**config.mk**
```make
export PLATFORM = sky130hd
export DESIGN_NAME = hdb3_encoder
export DESIGN_NICKNAME = d
export VERILOG_FILES = /design/src/rtl/hdb3_pkg.sv /design/src/rtl/hdb3_rules.sv /design/src/rtl/hdb3_window.sv /design/src/rtl/hdb3_encoder.sv
export SDC_FILE = /design/constraint.sdc
export NUM_CORES = 1
export LEC_CHECK = 0
export BUFFER_PORTS_ARGS = -buffer_cell sky130_fd_sc_hd__clkbuf_2
export CORE_MARGIN = 10
export CORE_UTILIZATION = 56
export CTS_CLUSTER_SIZE = 25
export DETAILED_ROUTE_END_ITERATION = 10
export GPL_TIMING_DRIVEN = 0
export PLACE_DENSITY = 0.83
export SYNTH_ARGS = -nofsm -noshare
export SYNTH_HDL_FRONTEND = slang
export SYNTH_HIERARCHICAL = 1
export SYNTH_SLANG_ARGS = --single-unit
```
**constraint.sdc**
```tcl
create_clock -name clk -period 1.9 [get_ports clk]
set_input_delay 0.285 -clock clk [delete_from_list [all_inputs] [get_ports clk]]
set_output_delay 0.285 -clock clk [all_outputs]
set_load 0.005 [all_outputs]
```
**src/rtl/hdb3_pkg.sv**
```systemverilog
package hdb3_pkg;

    // Length of a zero run that triggers substitution; also the look-ahead depth.
    localparam int RUN_LEN = 4;
    localparam int RUN_W   = $clog2(RUN_LEN);

    typedef enum logic {
        POL_NEG = 1'b0,
        POL_POS = 1'b1
    } pol_t;

    typedef struct packed {
        logic p;
        logic n;
    } sym_t;

    localparam sym_t SYM_ZERO = '{p: 1'b0, n: 1'b0};

    function automatic sym_t pulse_of(pol_t pol);
        sym_t s;
        s.p = (pol == POL_POS);
        s.n = (pol == POL_NEG);
        return s;
    endfunction

    function automatic pol_t flip(pol_t pol);
        return (pol == POL_POS) ? POL_NEG : POL_POS;
    endfunction

endpackage

```
**src/rtl/hdb3_rules.sv**
```systemverilog
module hdb3_rules
    import hdb3_pkg::*;
(
    input  logic clk,
    input  logic rst,
    input  logic take,
    input  logic din,
    output sym_t new_sym,
    output logic fill_b,
    output sym_t b_sym
);

    pol_t             last_pol, last_pol_n;
    logic             odd_cnt, odd_cnt_n;
    logic [RUN_W-1:0] zrun, zrun_n;
    logic             run_done;
    pol_t             b_pol;

    assign run_done = !din && (zrun == RUN_W'(RUN_LEN - 1));
    assign b_pol    = flip(last_pol);

    always_comb begin
        new_sym    = SYM_ZERO;
        fill_b     = 1'b0;
        b_sym      = pulse_of(b_pol);
        last_pol_n = last_pol;
        odd_cnt_n  = odd_cnt;
        zrun_n     = zrun;
        if (din) begin
            new_sym    = pulse_of(b_pol);
            last_pol_n = b_pol;
            odd_cnt_n  = !odd_cnt;
            zrun_n     = '0;
        end else if (run_done) begin
            zrun_n    = '0;
            odd_cnt_n = 1'b0;
            if (odd_cnt) begin
                new_sym = pulse_of(last_pol);
            end else begin
                fill_b     = 1'b1;
                new_sym    = pulse_of(b_pol);
                last_pol_n = b_pol;
            end
        end else begin
            zrun_n = zrun + RUN_W'(1);
        end
    end

    always_ff @(posedge clk) begin
        if (rst) begin
            last_pol <= POL_NEG;
            odd_cnt  <= 1'b0;
            zrun     <= '0;
        end else if (take) begin
            last_pol <= last_pol_n;
            odd_cnt  <= odd_cnt_n;
            zrun     <= zrun_n;
        end
    end

endmodule

```
**src/rtl/hdb3_window.sv**
```systemverilog
module hdb3_window
    import hdb3_pkg::*;
#(
    parameter int DEPTH = RUN_LEN
) (
    input  logic clk,
    input  logic rst,
    input  logic take,
    input  sym_t din,
    input  logic fill_b,
    input  sym_t b_sym,
    output sym_t dout,
    output logic full
);

    localparam int CNT_W = $clog2(DEPTH + 1);

    sym_t             stage [DEPTH];
    logic [CNT_W-1:0] fill_cnt;

    assign dout = stage[DEPTH-1];
    assign full = (fill_cnt == CNT_W'(DEPTH));

    always_ff @(posedge clk) begin
        if (rst) begin
            stage[0] <= SYM_ZERO;
        end else if (take) begin
            stage[0] <= din;
        end
    end

    for (genvar k = 1; k < DEPTH; k++) begin : g_stage
        if (k == DEPTH - 1) begin : g_oldest
            always_ff @(posedge clk) begin
                if (rst) begin
                    stage[k] <= SYM_ZERO;
                end else if (take) begin
                    stage[k] <= fill_b ? b_sym : stage[k-1];
                end
            end
        end else begin : g_mid
            always_ff @(posedge clk) begin
                if (rst) begin
                    stage[k] <= SYM_ZERO;
                end else if (take) begin
                    stage[k] <= stage[k-1];
                end
            end
        end
    end

    always_ff @(posedge clk) begin
        if (rst) begin
            fill_cnt <= '0;
        end else if (take && !full) begin
            fill_cnt <= fill_cnt + CNT_W'(1);
        end
    end

endmodule

```
**src/rtl/hdb3_encoder.sv**
```systemverilog
module hdb3_encoder
    import hdb3_pkg::*;
(
    input  logic clk,
    input  logic rst,
    input  logic in_valid,
    input  logic in_bit,
    output logic out_valid,
    output logic pos,
    output logic neg
);

    sym_t new_sym, b_sym, old_sym;
    logic fill_b, win_full;

    hdb3_rules u_rules (
        .clk     (clk),
        .rst     (rst),
        .take    (in_valid),
        .din     (in_bit),
        .new_sym (new_sym),
        .fill_b  (fill_b),
        .b_sym   (b_sym)
    );

    hdb3_window #(.DEPTH(RUN_LEN)) u_window (
        .clk    (clk),
        .rst    (rst),
        .take   (in_valid),
        .din    (new_sym),
        .fill_b (fill_b),
        .b_sym  (b_sym),
        .dout   (old_sym),
        .full   (win_full)
    );

    always_ff @(posedge clk) begin
        if (rst) begin
            out_valid <= 1'b0;
            pos       <= 1'b0;
            neg       <= 1'b0;
        end else if (in_valid && win_full) begin
            out_valid <= 1'b1;
            pos       <= old_sym.p;
            neg       <= old_sym.n;
        end else begin
            out_valid <= 1'b0;
            pos       <= 1'b0;
            neg       <= 1'b0;
        end
    end

endmodule

```
==> run summary <==
min-delay src: in_bit
Hold/Removal Path Class: primary input to flop
largest fanout on the critical path: 4
IO Pins: 7
CTS tree: done
final setup fails: 0
Port Buf Inserts: 6
Syn Inst Count: 77
CTS Hold Bufs: 0
slew margin rel.: 0.702
Final Util: 0.643
number of synthesized flops with an enable pin: 8
Root Buffer: clkbuf_4
Worst Setup SP: u_rules/zrun[0]$_SDFFE_PP0P_
Detailed Route Iter0 Violations: 13
via count: 554
Net Count, Synth: 84
setup tns final: 0 ns
layout cells sized above 1: 0.253
R2R depth: 4
leak pwr: 0.406 nW
largest cells by area after synthesis: edfxtp_1, dfxtp_1, and2_1
final cell count without fillers: 103
Final Max Slew Viols: 0
vias per inst: 5.38
area delta synth->final: 10.0%
RR Startpoint: u_rules/zrun[0]$_SDFFE_PP0P_
Max VDD drop: 517 uV
Yosys cell types: 25
skew final: 0.00159 ns
Yosys top cell by area: edfxtp_1
syn avg cell area: 11.2 um2
Final WS setup: 0.405 ns
grt ovf: 0
initial antenna violation count: 0
synthesized flop and latch total: 18
Post-synth top flop: dfxtp_1
status: finished clean
cell with the most instances after synthesis: dfxtp_1
post-DP HPWL: 951 um
wire length per cell: 12.5 um
WL final: 1290 um
die area: 3500 um2
DRC: 0
CTS H-tree depth: 1
unrepaired setup endpoints after global routing: false
final hold vios: 0
clock slew at reported path FFs: 0.10 ns
Final Instance Area: 946 um2
Pwr Total: 0.740 mW
WP data arrival: 1.55 ns
Routed Antenna Nets: 0
max_cap viols: 0
Async SR Flop Fraction: 0
worst slew pin tran: 0.446 ns
achievable clock frequency: 669 MHz
minimum hold slack: 0.332 ns
total CTS buffers: 3
Final Cycle Share: 0.787
sequential share of the synthesized area: 0.512
largest net degree at the start of global routing: 17
Commonest cells post-synth: dfxtp_1, edfxtp_1, and2_1, nor2_1, o21ai_0
Synth Warn #: 6
Initial Util: 0.584
buffer depth of the longest clock path: 2
Crit path required time: 1.95 ns
cts repair resizes: 0
gpl congestion: 0.653
DP Cell Count: 99
first-pass GRT wire length: 2280 um
Die W: 59.2 um
ant diodes: 0
critical path class: flop to flop
vias in the first global route: 561
Crit. End Element: flop
dpl cell area: 910 um2
PwrDens: 782 nW/um2
area share of the largest cell type after synthesis: 0.279
row count: 14
NumNets Final: 95
setup bufs post-CTS: 0
Mapped Area: 860 um2
hold depth: 3
Setup crit start kind: flop
Placeable Area: 1470 um2
pre-CTS WS: 0.414 ns
die height: 59.2 um
latest clock arrival within the worst-skew pair: 0.28 ns
CTS sink count: 18
DRT Pass-1 Iters: 3
Fillers: 122
Tot GR Track Use: 0.0856
fin crit period: 1.50 ns
routing by layer:
metal	GRT usage	share of wire	up-vias
li1	-	-	285
met1	0.0993	0.47	260
met2	0.122	0.47	7
met3	0.0386	0.049	2
met4	0.0590	0.014	0
met5	0	0	-
final timing paths:
kind	slack, ns	endpoint
min	0.33	u_rules/odd_cnt$_SDFFE_PP0P_
min reg2reg	0.48	u_rules/zrun[1]$_SDFFE_PP0P_
max reg2reg	0.40	u_window/stage[1][3]$_SDFFCE_PN0P_
max	0.40	u_window/stage[1][3]$_SDFFCE_PN0P_
cells by family after synthesis:
kind of cell | share of synthesized area
multiplexers | 0.0699
adder cells (fa/ha/maj) | 0.0437
AND/OR/NAND/NOR | 0.237
AO/OA/AOI/OAI | 0.0844
buffers and inverters | 0.0524
flip-flops | 0.512
area by class of cell:
class                      count  area [um2]  share of cell area
clock buffer                   4        36.3              0.0384
timing repair buffer           6        30.0              0.0317
multi-input combinational     51         374               0.396
tap                           16        20.0              0.0212
sequential                    18         440               0.466
buffer                         4        30.0              0.0317
inverter                       4        15.0              0.0159
sequential cells by signal, summed over array words and instances, names as in the netlist:
signal             cells
neg                    1
out_valid              1
pos                    1
u_rules/last_pol       1
u_rules/odd_cnt        1
u_rules/zrun           2
u_window/fill_cnt      3
u_window/stage         8
cell usage in the layout, fill, tap and decap left out, drive strengths merged:
master	netlist	layout
nor2b	3	3
a21boi	1	1
and2	7	7
inv	4	4
nor3	1	1
nand2	2	2
o21ai	6	6
nor2	6	6
nand2b	2	2
nand3	1	1
or2	1	1
ha	3	3
nand3b	3	3
buf	4	4
and4b	3	3
or2b	1	1
mux2i	3	3
dfxtp	10	10
and3b	1	1
nor3b	1	1
mux2	2	2
a21oi	4	4
clkbuf	0	10
edfxtp	8	8
critical path: stages (launching register included):
cell     delay [ns]
dfxtp_1        0.36
ha_1           0.20
nor3b_1        0.41
mux2i_1        0.24
nor2_1         0.05
power by group:
part / internal, mW / switching [mW] / leakage, nW
Sequential: 0.424 / 0.0116 / 0.170
Combinational: 0.0381 / 0.0378 / 0.215
Clock: 0.117 / 0.112 / 0.0210
(Power assumes the default switching activity.)
